==> src/rtl/splitpit_pkg.sv <==
package splitpit_pkg;
   localparam int unsigned LANES  = 4;
   localparam int unsigned TIMERS = 4;
   localparam int unsigned UNITS  = TIMERS + 1;

   localparam logic [2:0] UNIT_PWM  = 3'd4;
   localparam logic [2:0] UNIT_NONE = 3'd7;

   localparam logic [2:0] MODE_T32     = 3'd0;
   localparam logic [2:0] MODE_T16X2   = 3'd1;
   localparam logic [2:0] MODE_T8X4    = 3'd2;
   localparam logic [2:0] MODE_P16     = 3'd3;
   localparam logic [2:0] MODE_T16_P8  = 3'd4;
   localparam logic [2:0] MODE_T8X2_P8 = 3'd5;

   localparam int unsigned A_CTRL   = 0;
   localparam int unsigned A_ENA    = 1;
   localparam int unsigned A_RELOAD = 2;
   localparam int unsigned A_IEN    = 3;
   localparam int unsigned A_STAT   = 4;

   // Which unit a byte lane belongs to in a given mode
   function automatic logic [2:0] lane_unit(input logic [2:0] mode, input int unsigned lane);
      logic [2:0] l;
      l = 3'(lane);
      case (mode)
         MODE_T32:     return 3'd0;
         MODE_T16X2:   return (l < 3'd2) ? 3'd0 : 3'd1;
         MODE_T8X4:    return l;
         MODE_P16:     return (l < 3'd2) ? UNIT_PWM : UNIT_NONE;
         MODE_T16_P8:  return (l < 3'd2) ? 3'd0 : ((l == 3'd2) ? UNIT_PWM : UNIT_NONE);
         MODE_T8X2_P8: return (l == 3'd0) ? 3'd0 : (l == 3'd1) ? 3'd1 :
                              ((l == 3'd2) ? UNIT_PWM : UNIT_NONE);
         default:      return UNIT_NONE;
      endcase
   endfunction
endpackage

==> src/rtl/splitpit_ticksel.sv <==
module splitpit_ticksel #(
   parameter int unsigned SYNC_STAGES = 2
)(
   input  logic clk,
   input  logic rst_n,
   input  logic ext_tick,
   input  logic ext_sel,
   output logic ext_pulse,
   output logic tick
);
   // SYNC_STAGES flops of synchronizer plus one for edge detection
   logic [SYNC_STAGES:0] sh_q;

   always_ff @(posedge clk or negedge rst_n) begin
      if (!rst_n) sh_q <= '0;
      else        sh_q <= {sh_q[SYNC_STAGES-1:0], ext_tick};
   end

   assign ext_pulse = sh_q[SYNC_STAGES-1] & ~sh_q[SYNC_STAGES];
   assign tick      = ext_sel ? ext_pulse : 1'b1;
endmodule

==> src/rtl/splitpit_regs.sv <==
module splitpit_regs import splitpit_pkg::*; #(
   parameter  int unsigned LANE_W = 8,
   parameter  int unsigned ADDR_W = 3,
   localparam int unsigned RL_W   = LANES * LANE_W
)(
   input  logic              clk,
   input  logic              rst_n,
   input  logic              wr_en,
   input  logic [ADDR_W-1:0] wr_addr,
   input  logic [RL_W-1:0]   wr_data,
   input  logic              tick,
   input  logic [TIMERS-1:0] sts_set,
   output logic [2:0]        mode,
   output logic              ext_sel,
   output logic              park,
   output logic [UNITS-1:0]  unit_en,
   output logic [RL_W-1:0]   reload,
   output logic [TIMERS-1:0] ien,
   output logic [TIMERS-1:0] sts,
   output logic              restart,
   output logic              cfg_wr
);
   logic              hit_ctrl, hit_ena, hit_rel, hit_ien, hit_stat;
   logic [TIMERS-1:0] clr;

   assign hit_ctrl = wr_en && (wr_addr == ADDR_W'(A_CTRL));
   assign hit_ena  = wr_en && (wr_addr == ADDR_W'(A_ENA));
   assign hit_rel  = wr_en && (wr_addr == ADDR_W'(A_RELOAD));
   assign hit_ien  = wr_en && (wr_addr == ADDR_W'(A_IEN));
   assign hit_stat = wr_en && (wr_addr == ADDR_W'(A_STAT));
   assign cfg_wr   = hit_ctrl | hit_ena;
   assign clr      = hit_stat ? wr_data[TIMERS-1:0] : '0;

   always_ff @(posedge clk or negedge rst_n) begin
      if (!rst_n) begin
         mode    <= MODE_T32;
         ext_sel <= 1'b0;
         park    <= 1'b0;
         unit_en <= '0;
         reload  <= '0;
         ien     <= '0;
         sts     <= '0;
         restart <= 1'b0;
      end else begin
         if (hit_ctrl) {park, ext_sel, mode} <= wr_data[4:0];
         if (hit_ena)  unit_en <= wr_data[UNITS-1:0];
         if (hit_rel)  reload  <= wr_data;
         if (hit_ien)  ien     <= wr_data[TIMERS-1:0];
         sts <= (sts & ~clr) | sts_set;
         if (cfg_wr)    restart <= 1'b1;
         else if (tick) restart <= 1'b0;
      end
   end
endmodule

==> src/rtl/splitpit_lanes.sv <==
module splitpit_lanes import splitpit_pkg::*; #(
   parameter  int unsigned LANE_W = 8,
   localparam int unsigned RL_W   = LANES * LANE_W
)(
   input  logic              clk,
   input  logic              rst_n,
   input  logic              tick,
   input  logic              restart,
   input  logic [2:0]        mode,
   input  logic [UNITS-1:0]  unit_en,
   input  logic [RL_W-1:0]   reload,
   output logic [TIMERS-1:0] sts_set,
   output logic              phase,
   output logic              pwm_live
);
   logic [2:0]       lane_u [LANES];
   logic [LANES-1:0] lane_zero, lane_act, borrow;
   logic [7:0]       unit_zero, en_x;
   logic [UNITS-1:0] unit_live;
   logic             phase_q, next_phase;

   assign en_x       = 8'(unit_en);
   assign next_phase = restart | ~phase_q;

   // Per-unit zero detect and liveness gathered across the lanes
   always_comb begin
      unit_zero = '1;
      unit_live = '0;
      for (int i = 0; i < LANES; i++) begin
         if (!lane_zero[i]) unit_zero[lane_u[i]] = 1'b0;
         if (lane_u[i] != UNIT_NONE) unit_live[lane_u[i]] = en_x[lane_u[i]];
      end
   end

   for (genvar g = 0; g < LANES; g++) begin : g_lane
      logic [LANE_W-1:0] cnt_q, lo_val, hi_val, ld_val;

      assign lane_u[g]    = lane_unit(mode, g);
      assign lane_zero[g] = (cnt_q == '0);
      assign lane_act[g]  = en_x[lane_u[g]];
      assign lo_val       = reload[g*LANE_W +: LANE_W];

      // High-phase byte sits one group width above the low-phase byte
      if (g + 2 < LANES) begin : g_hi2
         assign hi_val = (mode == MODE_P16) ? reload[(g+2)*LANE_W +: LANE_W]
                                            : reload[(g+1)*LANE_W +: LANE_W];
      end else if (g + 1 < LANES) begin : g_hi1
         assign hi_val = reload[(g+1)*LANE_W +: LANE_W];
      end else begin : g_hi0
         assign hi_val = lo_val;
      end

      assign ld_val = (lane_u[g] == UNIT_PWM && next_phase) ? hi_val : lo_val;

      // Borrow ripples up from the lowest lane of the group
      if (g == 0) begin : g_b0
         assign borrow[g] = 1'b1;
      end else begin : g_bn
         assign borrow[g] = (lane_u[g] != lane_u[g-1]) | (borrow[g-1] & lane_zero[g-1]);
      end

      always_ff @(posedge clk or negedge rst_n) begin
         if (!rst_n) begin
            cnt_q <= '0;
         end else if (tick && lane_act[g]) begin
            if (restart || unit_zero[lane_u[g]]) cnt_q <= ld_val;
            else if (borrow[g])                 cnt_q <= cnt_q - 1'b1;
         end
      end
   end

   for (genvar u = 0; u < TIMERS; u++) begin : g_flag
      assign sts_set[u] = tick & unit_live[u] & ~restart & unit_zero[u];
   end

   always_ff @(posedge clk or negedge rst_n) begin
      if (!rst_n) begin
         phase_q <= 1'b0;
      end else if (tick && unit_live[UNIT_PWM]) begin
         if (restart)                  phase_q <= 1'b1;
         else if (unit_zero[UNIT_PWM]) phase_q <= ~phase_q;
      end
   end

   assign phase    = phase_q;
   assign pwm_live = unit_live[UNIT_PWM];
endmodule

==> src/rtl/splitpit_channel.sv <==
module splitpit_channel import splitpit_pkg::*; #(
   parameter int unsigned LANE_W      = 8,
   parameter int unsigned ADDR_W      = 3,
   parameter int unsigned SYNC_STAGES = 2
)(
   input  logic                      clk,
   input  logic                      rst_n,
   input  logic                      ext_tick,
   input  logic                      wr_en,
   input  logic [ADDR_W-1:0]         wr_addr,
   input  logic [LANES*LANE_W-1:0]   wr_data,
   output logic [TIMERS-1:0]         irq_status,
   output logic                      irq,
   output logic                      pwm_out
);
   localparam int unsigned RL_W = LANES * LANE_W;

   if (LANE_W < 4)      begin : g_chk_w $error("LANE_W must be at least 4"); end
   if (ADDR_W < 3)      begin : g_chk_a $error("ADDR_W must be at least 3"); end
   if (SYNC_STAGES < 2) begin : g_chk_s $error("SYNC_STAGES must be at least 2"); end

   logic              tick, ext_pulse, ext_sel, park, restart, cfg_wr, phase, pwm_live;
   logic [2:0]        mode;
   logic [UNITS-1:0]  unit_en;
   logic [RL_W-1:0]   reload;
   logic [TIMERS-1:0] ien, sts, sts_set;

   splitpit_ticksel #(.SYNC_STAGES(SYNC_STAGES)) u_tick (
      .clk(clk), .rst_n(rst_n), .ext_tick(ext_tick), .ext_sel(ext_sel),
      .ext_pulse(ext_pulse), .tick(tick));

   splitpit_regs #(.LANE_W(LANE_W), .ADDR_W(ADDR_W)) u_regs (
      .clk(clk), .rst_n(rst_n), .wr_en(wr_en), .wr_addr(wr_addr), .wr_data(wr_data),
      .tick(tick), .sts_set(sts_set), .mode(mode), .ext_sel(ext_sel), .park(park),
      .unit_en(unit_en), .reload(reload), .ien(ien), .sts(sts), .restart(restart),
      .cfg_wr(cfg_wr));

   splitpit_lanes #(.LANE_W(LANE_W)) u_lanes (
      .clk(clk), .rst_n(rst_n), .tick(tick), .restart(restart), .mode(mode),
      .unit_en(unit_en), .reload(reload), .sts_set(sts_set), .phase(phase),
      .pwm_live(pwm_live));

   assign irq_status = sts;
   assign irq        = |(sts & ien);
   assign pwm_out    = (pwm_live && !restart) ? phase : park;
endmodule

==> config.mk <==
export PLATFORM = sky130hd
export DESIGN_NAME = splitpit_channel
export DESIGN_NICKNAME = d
export VERILOG_FILES = /design/src/rtl/splitpit_pkg.sv /design/src/rtl/splitpit_ticksel.sv /design/src/rtl/splitpit_regs.sv /design/src/rtl/splitpit_lanes.sv /design/src/rtl/splitpit_channel.sv
export SDC_FILE = /design/constraint.sdc
export NUM_CORES = 1
export LEC_CHECK = 0
export BUFFER_PORTS_ARGS = -buffer_cell sky130_fd_sc_hd__buf_4
export CORE_MARGIN = 3
export CORE_UTILIZATION = 55
export DETAILED_ROUTE_END_ITERATION = 12
export PLACE_DENSITY = 0.86
export SETUP_SLACK_MARGIN = 0.05
export SYNTH_ARGS = -nofsm -noshare
export SYNTH_HDL_FRONTEND = slang
export SYNTH_SLANG_ARGS = --single-unit
==> constraint.sdc <==
create_clock -name clk -period 4.1 [get_ports clk]
set_clock_uncertainty 0.1 [all_clocks]
set_input_delay 0 -clock clk [delete_from_list [all_inputs] [get_ports clk]]
set_output_delay 0 -clock clk [all_outputs]
set_load 0.02 [all_outputs]
Yosys cells after proc, flatten, opt, wreduce, memory -nomap -nowiden
Cells that the tools add are included.
- logic and storage cells: 181
- output and inout bits: 6
- register bits after elaboration: 87
- add/sub/neg operators: 4
- reduce and logical (&&, ||, !) cells: 43
- equal/unequal tests: 19
- bitwise logic cells: 35
- mux-type cells: 58
- $lt $le $gt $ge: 8
- operators by type and width (cell ; number):
    $mux 8 ; 16
    $logic_not 8->1 ; 4
    $not 8->8 ; 4
    $sub 8x1->8 const B ; 4
    $and 8x8->8 ; 3
    $bmux 1 s3 ; 8
    $mux 5 ; 4
    $eq 3x3->1 const B ; 6
    $logic_and 1x1->1 ; 18
    $mux 1 ; 18
    $pmux 3 s3 ; 2
    $lt 3x4->1 const B ; 4
    $and 1x1->1 ; 15
    $bwmux 5 ; 3
    $demux 1 s3 ; 4
    $eq 3x2->1 const B ; 4
    $ge 3x1->1 const B ; 4
    $ne 3x3->1 const B ; 4
    $pmux 3 s4 ; 1
    $reduce_bool 2->1 ; 5
    $ne 3x3->1 ; 3
    $and 4x4->4 ; 2
    $reduce_and 2->1 ; 4
    $eq 3x1->1 const B ; 2
    other kinds (14) ; 25

Longest topological paths before layout
Gate-level depths: netlist of run 1.
- word-level depth: 20
- gate-level depth with buffers: 10
- mapped depth without buffers: 8

Hierarchy
A second synthesis of run 1 with hierarchy kept.
- cell total of the unflattened synthesis: 526
- area, all modules: 5627.9 um2
- modules (own cells, without submodules) (module ; sequential area each (um2) ; cells each ; instances ; area an instance (um2)):
    splitpit_lanes ; 825.8 ; 394 ; 1 ; 3364.5
    splitpit_regs ; 1276.2 ; 122 ; 1 ; 2120.8
    splitpit_ticksel ; 75.1 ; 5 ; 1 ; 102.6
    splitpit_channel ; 0.0 ; 5 ; 1 ; 40.0

Worst setup path before layout of run 1
No wires, ideal clock.
- kind: reg2reg
- start: register u_lanes.g_lane[3].cnt_q[0]
- end: register u_lanes.g_lane[2].cnt_q[4]
- clock period less this slack: 2480 ps
- arrival time: 2254 ps
- path slack: 1620 ps
- stages on the path, launching flop included: 10
- cell sequence: dfrtp_1 -> inv_1 -> ha_1 -> nor4bb_1 -> a311o_1 -> a31o_2 -> a31oi_2 -> buf_2 -> nor3_1 -> a221o_1
- longest elaborated chain between the ends: 7
- elaborated cells on any way between the ends: 8
- RTL lines (item ; RTL line ; source):
    start: declaration ; splitpit_lanes.sv:36 ; logic [LANE_W-1:0] cnt_q, lo_val, hi_val, ld_val;
    start signal: assignment ; splitpit_lanes.sv:66 ; if (restart || unit_zero[lane_u[g]]) cnt_q <= ld_val;
    start signal: assignment ; splitpit_lanes.sv:67 ; else if (borrow[g]) cnt_q <= cnt_q - 1'b1;
    $logic_not 8->1 (*) ; splitpit_lanes.sv:39 ; assign lane_zero[g] = (cnt_q == '0);
    $mux 8 (*) ; splitpit_lanes.sv:30 ; if (!lane_zero[i]) unit_zero[lane_u[i]] = 1'b0;
    $bmux 1 s3 (*) ; splitpit_lanes.sv:66 ;
    $mux 1 (implied by the code) (*) ; splitpit_lanes.sv:66 ;
    $logic_or 1x1->1 (*) ; splitpit_lanes.sv:66 ;
    $reduce_bool 2->1 (no source line) ; n/a ;
    $reduce_and 2->1 (no source line) ; n/a ;
    end signal: assignment ; splitpit_lanes.sv:66 ;
    end signal: assignment ; splitpit_lanes.sv:67 ;
    end: declaration ; splitpit_lanes.sv:36 ;
Every way passes the cells marked *; elsewhere a longest branch is shown, timed or not. The select of a mux whose other input is x is not followed.
A chain may end at the register's enable or synchronous reset.

Final worst setup path of run 1
- start: register u_lanes.g_lane[3].cnt_q[0]
- end: register u_lanes.g_lane[0].cnt_q[1]
- longest elaborated chain between the ends: 6
- RTL lines (item ; RTL line):
    $logic_not 8->1 ; splitpit_lanes.sv:39
    $mux 8 ; splitpit_lanes.sv:30
    $bmux 1 s3 ; splitpit_lanes.sv:66
    $mux 1 (implied by the code) ; splitpit_lanes.sv:66
    $logic_or 1x1->1 ; splitpit_lanes.sv:66
    $mux 8 ; splitpit_lanes.sv:66
    end signal: assignment ; splitpit_lanes.sv:66
    end signal: assignment ; splitpit_lanes.sv:67
    end: declaration ; splitpit_lanes.sv:36
No other way between the ends. The select of a mux whose other input is x is not followed.

==> results.ini, run 1 <==
[status]
status=completed

[timing]
finalSetupTns_ns=0
finalCriticalPeriod_ns=3.079
report.final.slew_viol_count=0
timing.fmax_mhz=324.8
hold_viol_final=0
setup-violations-final=0
period_share_pct=75.09
whs_ns=0.1823
slew_headroom_pct=27.59
rsz0062_at_grt=false
worst_pin_slew_ns=1.086

[drt]
drtIter0Drc=444
drt_first_pass_iters=5
via_per_inst=6.642
antenna_left=0
drt_wl_total_um=13760
dr_total_vias=4636
post-route-drc-count=0
wire_per_inst_um=19.71

[power]
power.total_w=0.003202
power_density_nw_per_um2=514.0
seq_power_share_pct=43.0
netSwitchingPower_w=0.001217
p_sw_share_pct=38.02
pwr-share-clk_pct=23.5
p_comb_share_pct=33.5
p_leak_nw=2.457
power.internal_w=0.001985
vdd_drop_max_mv=0.2579

[yosys]
synth-compound-area-share_pct=15.99
synth_area_leaders=dfrtp_1 (42%), mux2_2 (10%), mux2i_1 (5.8%)
yosys.area_share.xor_xnor_pct=0
synth_edf_count=0
yosys.area.top_type=dfrtp_1
syn_area_sq_um=5141
synth_ff_type=dfrtp_1
synth_most_common_cell=dfrtp_1
yosys.area.top_type_share_pct=42.35
synth-simple-area-share_pct=20.03
ys_seq_elements=87
synth.avg_cell_area_sq_um=10.12
synth_top_family_by_area=simple AND/OR/NAND/NOR gates
synth_commonest_cells=dfrtp_1 (87), mux2_2 (46), nand2_1 (37), mux2i_1 (30), nor2_1 (28)
synthMuxAreaShare_pct=15.92
yosys_warnings=0
syn_inst=508
synth_seq_area_share_pct=42.35
synth_cell_types=70
postSynth.asyncResetShare_pct=100.0
synthAdderAreaFrac_pct=1.704
syn-num-nets=554

[hold_path]
holdPathEnd=u_tick.sh_q[0]
hp-class=primary input to register
whs_path_depth=2
hold_start=ext_tick

[setup_path]
cp-end-kind=register
worstPathCellList=inv_1 -> ha_1 -> nor4b_1 -> nand4_1 -> a22oi_1 -> nand4_2 -> and2_0 -> o311ai_0
crit_type=register to register
r2r_cells=8
crit_slowest_cell=nor4b_1
cp_slowest_stage_delay_ns=0.50
cp_max_fo=16
crit_path_start_kind=register
worstPathRequired_ns=4.25
r2r-end=u_lanes.g_lane[0].cnt_q[1]
arrival_ns=3.23
worstReg2RegStart=u_lanes.g_lane[3].cnt_q[0]
r2r_slack_ns=1.02

[clock_tree]
clk_pin_slew_ns=0.09
cts.sinks=87
cts_buffers=9
cts_root_buffer=clkbuf_8
clockBufferDepth=2
cts_tree=built
post-cts-setup-buffers=0
h-tree-depth=3
clk_latency_ns=0.37

[layout]
postLayoutCellArea_sq_um=6230
postLayoutCoreUtil_pct=70.07
n_antenna_cell=0
syn_to_final_growth_pct=21.17
drive_above_1_share_pct=22.54
nNetsFinal=631

[global_routing]
grt_max_degree=88
grt_pass1_wl_um=22540
grt_usage_pct=27.56
grt_pass1_vias=4570
antenna_found_initial=0
grt_remaining_overflow=0

[die]
ios=45
die_w_um=102.7
rows=34
dieArea_sq_um=10540
fp.dieH_um=102.7
core_sq_um=8891
initial_core_util_pct=57.82

[place]
dp_hpwl_um=9185
io_buffer_count=44
post_dp_cell_area_sq_um=5544
routabilityCongestion=1.004

[job]
drv_cap=0

==> worst max-delay path by stage <==
stage / startpoint / end / slack, ns / cells after the start
after global routing: u_lanes.g_lane[3].cnt_q[0] / u_lanes.g_lane[0].cnt_q[3] / 0.81 / 8
final: u_lanes.g_lane[3].cnt_q[0] / u_lanes.g_lane[0].cnt_q[1] / 1.02 / 8
after CTS: u_lanes.g_lane[0].cnt_q[0] / u_lanes.g_lane[2].cnt_q[4] / 1.11 / 8
after global placement: u_lanes.g_lane[3].cnt_q[0] / u_lanes.g_lane[0].cnt_q[2] / 1.29 / 8
after detailed placement: u_lanes.g_lane[3].cnt_q[0] / u_lanes.g_lane[0].cnt_q[1] / 1.14 / 8
after floorplan: u_lanes.g_lane[3].cnt_q[0] / u_lanes.g_lane[2].cnt_q[4] / 1.62 / 9
==> sequential cells by signal (all words and copies together), names as in the netlist <==
| register | cells |
|---|---|
| u_regs.ien | 4 |
| u_lanes.g_lane.cnt_q | 32 |
| u_lanes.phase | 1 |
| u_tick.sh_q | 3 |
| u_regs.sts | 4 |
| u_regs.restart | 1 |
| u_regs.park | 1 |
| u_regs.mode | 3 |
| u_regs.ext_sel | 1 |
| u_regs.unit_en | 5 |
| u_regs.reload | 32 |
==> layer usage <==
metal / global-route usage, % / part of all wire (%) / up-vias
met5: 0 / 0 / -
met4: 13.22 / 4.8 / 0
met3: 6.157 / 6.3 / 53
met2: 44.39 / 49 / 207
met1: 35.28 / 40 / 2265
li1: - / - / 2111
==> critical path: cells and delay by family, from the launching register on <==
| family | cells | cell delay (ns) |
|---|---|---|
| flip-flops | 1 | 0.41 |
| AND/OR/NAND/NOR | 4 | 1.53 |
| buffers and inverters | 1 | 0.13 |
| AO/OA/AOI/OAI | 2 | 0.60 |
| adder cells (fa/ha/maj) | 1 | 0.18 |
==> layout by cell type, fill, tap and decap left out, types with 7 or more instances in the layout <==
cell type / netlist / routed
a32oi_1: 12 / 12
nand4_1: 19 / 19
mux2_2: 46 / 46
o21ai_0: 11 / 11
buf_4: 0 / 53
mux2i_1: 30 / 30
dlygate4sd3_1: 0 / 43
a21oi_1: 10 / 10
o311ai_1: 9 / 9
inv_1: 18 / 18
ha_1: 7 / 7
nor2_1: 28 / 27
clkbuf_8: 0 / 9
nand2_1: 37 / 37
nor3_1: 25 / 25
dfrtp_1: 87 / 87
nand3_1: 21 / 21
==> layout make-up <==
class                      count  area [sq um]
multi-input combinational    373          2766
fill                         603          2661
sequential                    87          2177
timing repair buffer          96         828.3
tap                          108         135.1
clock inverter                 7         131.4
clock buffer                   9         123.9
inverter                      18         67.56
==> kinds of logic after synthesis <==
group | Yosys count
buffers and inverters | 48
multiplexers | 76
AO/OA/AOI/OAI | 106
adder cells (fa/ha/maj) | 7
flip-flops | 87
AND/OR/NAND/NOR | 184
==> through the flow <==
step,std cells,worst slack (ns)
global placement,639,1.289
CTS,698,1.114
floorplan,508,1.620
finish,698,1.021
detailed placement,639,1.143
global route,698,0.8068
==> what timing repair did <==
item                      4_1_cts  5_1_grt
gates resized for setup         0        0
hold buffers                   43        0
hold endpoints to repair      139        0
==> power by group through the flow <==
stage,Sequential (W),Combinational (W),Clock (W)
final,0.00138,0.00107,0.000753
after global routing,0.00140,0.00119,0.000799
after CTS,0.00136,0.00106,0.000759
after detailed placement,0.00138,0.00101,0
after global placement,0.00136,0.000965,0
after floorplan,0.00127,0.000790,0
Power figures use the tool's default switching activity.
==> run 2, diff against run 1 <==
==> constraint.sdc (replaced) <==
create_clock -name clk -period 3.2 [get_ports clk]
set_clock_uncertainty 0.1 [all_clocks]
set_input_delay 0 -clock clk [delete_from_list [all_inputs] [get_ports clk]]
set_output_delay 0 -clock clk [all_outputs]
set_load 0.02 [all_outputs]
==> results.ini, run 2 (synthesized netlist as in run 1, its figures left out) <==
[timing]
finalSetupTns_ns=0
fin_ws_ns=0.3087
setup-violations-final=0
period_share_pct=90.35
timing.fmax_mhz=345.9
slew_headroom_pct=35.85
hold_viol_final=0
rsz0062_at_grt=false
worst_pin_slew_ns=0.9622
report.final.slew_viol_count=0
finalCriticalPeriod_ns=2.891

[layout]
top_regs=u_lanes.g_lane.cnt_q: 32 flops, u_regs.reload: 32 flops, u_regs.unit_en: 5 flops
drive_above_1_share_pct=23.91
final_cell_mix=dfrtp_1 (87), buf_4 (61), mux2_2 (46)
stdcell_count=702
nNetsFinal=635
syn_to_final_growth_pct=20.86
final_common_cell=dfrtp_1
n_antenna_cell=0

[drt]
drtIter0Drc=433
antenna_left=0
dr_total_vias=4829
via_per_inst=6.879
post-route-drc-count=0
drt_first_pass_iters=7
drt_wl_total_um=14610
wire_per_inst_um=20.81

[power]
power_density_nw_per_um2=647.8
p_sw_share_pct=40.15
power.internal_w=0.002409
vdd_drop_max_mv=0.3821
seq_power_share_pct=43.9
netSwitchingPower_w=0.001616
p_comb_share_pct=35.3
pwr-share-clk_pct=20.8
p_leak_nw=2.462

[global_routing]
grt_remaining_overflow=0
grt_pass1_wl_um=24200
antenna_found_initial=0
grt_usage_pct=29.22
grt_pass1_vias=4801
grt_max_degree=76

[place]
place_ws_ns=0.3588
io_buffer_count=44
dp_hpwl_um=9417
routabilityCongestion=0.9734
dp_cells=647

[setup_path]
worstReg2RegStart=u_lanes.g_lane[2].cnt_q[0]
r2r-end=u_lanes.g_lane[0].cnt_q[3]
cp-end-kind=register
worstPathRequired_ns=3.33
arrival_ns=3.03
cp-endpoint=u_lanes.g_lane[0].cnt_q[3]
crit_type=register to register
crit_path_start_kind=register
cp_max_fo=12
r2r_cells=8
crit_path_start=u_lanes.g_lane[2].cnt_q[0]
r2r_slack_ns=0.31

[hold_path]
whs_path_depth=2
hp-class=primary input to register

[clock_tree]
clk_pin_slew_ns=0.09
cts_root_buffer=clkbuf_8
cts_buffers=9
clockBufferDepth=2
clk_latency_ns=0.37
h-tree-depth=3
cts_tree=built
cts.sinks=87

[die]
core_sq_um=8891
rows=34
die_w_um=102.7
ios=45
fp.dieH_um=102.7
dieArea_sq_um=10540
initial_core_util_pct=57.82

[job]
drv_cap=0

[status]
status=completed

==> run 2: changes by cell type in the layout (fill, tap and decap cells not counted), sizes merged <==
cell | before | now
buf | 53 | 61
bufinv | 3 | 1
dlygate4sd3 | 43 | 39
inv | 19 | 21
==> run 2: area by class of cell <==
type	instances	area, sq um
Clock buffer	9	123.9
Clock inverter	7	88.84
Sequential cell	87	2177
Tap cell	108	135.1
Multi-Input combinational cell	373	2773
Timing Repair Buffer	100	848.3
Fill cell	591	2678
Inverter	18	67.56
==> run 2: how the worst min path moves through the flow <==
| stage | startpoint | endpoint | slack (ns) |
|---|---|---|---|
| floorplan | rst_n | u_lanes.g_lane[0].cnt_q[0] | -0.40 |
| global placement | ext_tick | u_tick.sh_q[0] | 0.01 |
| detailed placement | ext_tick | u_tick.sh_q[0] | 0.01 |
| CTS | ext_tick | u_tick.sh_q[0] | 0.18 |
| global route | ext_tick | u_tick.sh_q[0] | 0.19 |
| finish | ext_tick | u_tick.sh_q[0] | 0.18 |
==> run 2: power groups by stage <==
| stage | combinational, W | sequential [W] | clock, W |
|---|---|---|---|
| 5_1_grt | 0.00156 | 0.00180 | 0.000873 |
| 4_1_cts | 0.00139 | 0.00174 | 0.000831 |
| 6_report | 0.00142 | 0.00177 | 0.000838 |
| 3_5_place_dp | 0.00133 | 0.00176 | 0 |
| 2_1_floorplan | 0.00101 | 0.00163 | 0 |
| 3_3_place_gp | 0.00127 | 0.00174 | 0 |
==> run 2: per-layer routing <==
| metal | vias up | wire, um | track usage (%) |
|---|---|---|---|
| met1 | 2344 | 5613 | 36.55 |
| met2 | 305 | 7305 | 49.90 |
| met3 | 64 | 1146 | 5.819 |
| met4 | 0 | 541 | 11.30 |
| li1 | 2116 | - | - |
| met5 | - | 0 | 0 |
==> run 2: timing repair <==
item,4_1_cts,5_1_grt
buffers inserted,0,0
hold endpoints to repair,126,0
resized for setup,0,1
endpoints found under the setup margin,0,15
hold buffers,39,0
==> run 2: worst max-delay path, cell delays in order (launching register included) <==
cell	delay, ns
dfrtp_1	0.45
inv_1	0.12
ha_1	0.15
nor3b_2	0.35
nand4_1	0.22
mux2i_1	0.26
a31oi_2	0.30
and2_0	0.41
o311ai_0	0.41
==> run 2: metrics by stage <==
step	hold WS [ns]	cell area, sq um	total power [W]	utilization [%]
5_1_grt	0.1882	6213	0.004234	69.88
2_1_floorplan	-0.3956	5141	0.002641	-
6_report	0.1837	6213	0.004025	69.88
4_1_cts	0.1813	6207	0.003963	69.81
3_5_place_dp	0.01394	5604	0.003092	63.03
3_3_place_gp	0.01304	5604	0.003017	63.03
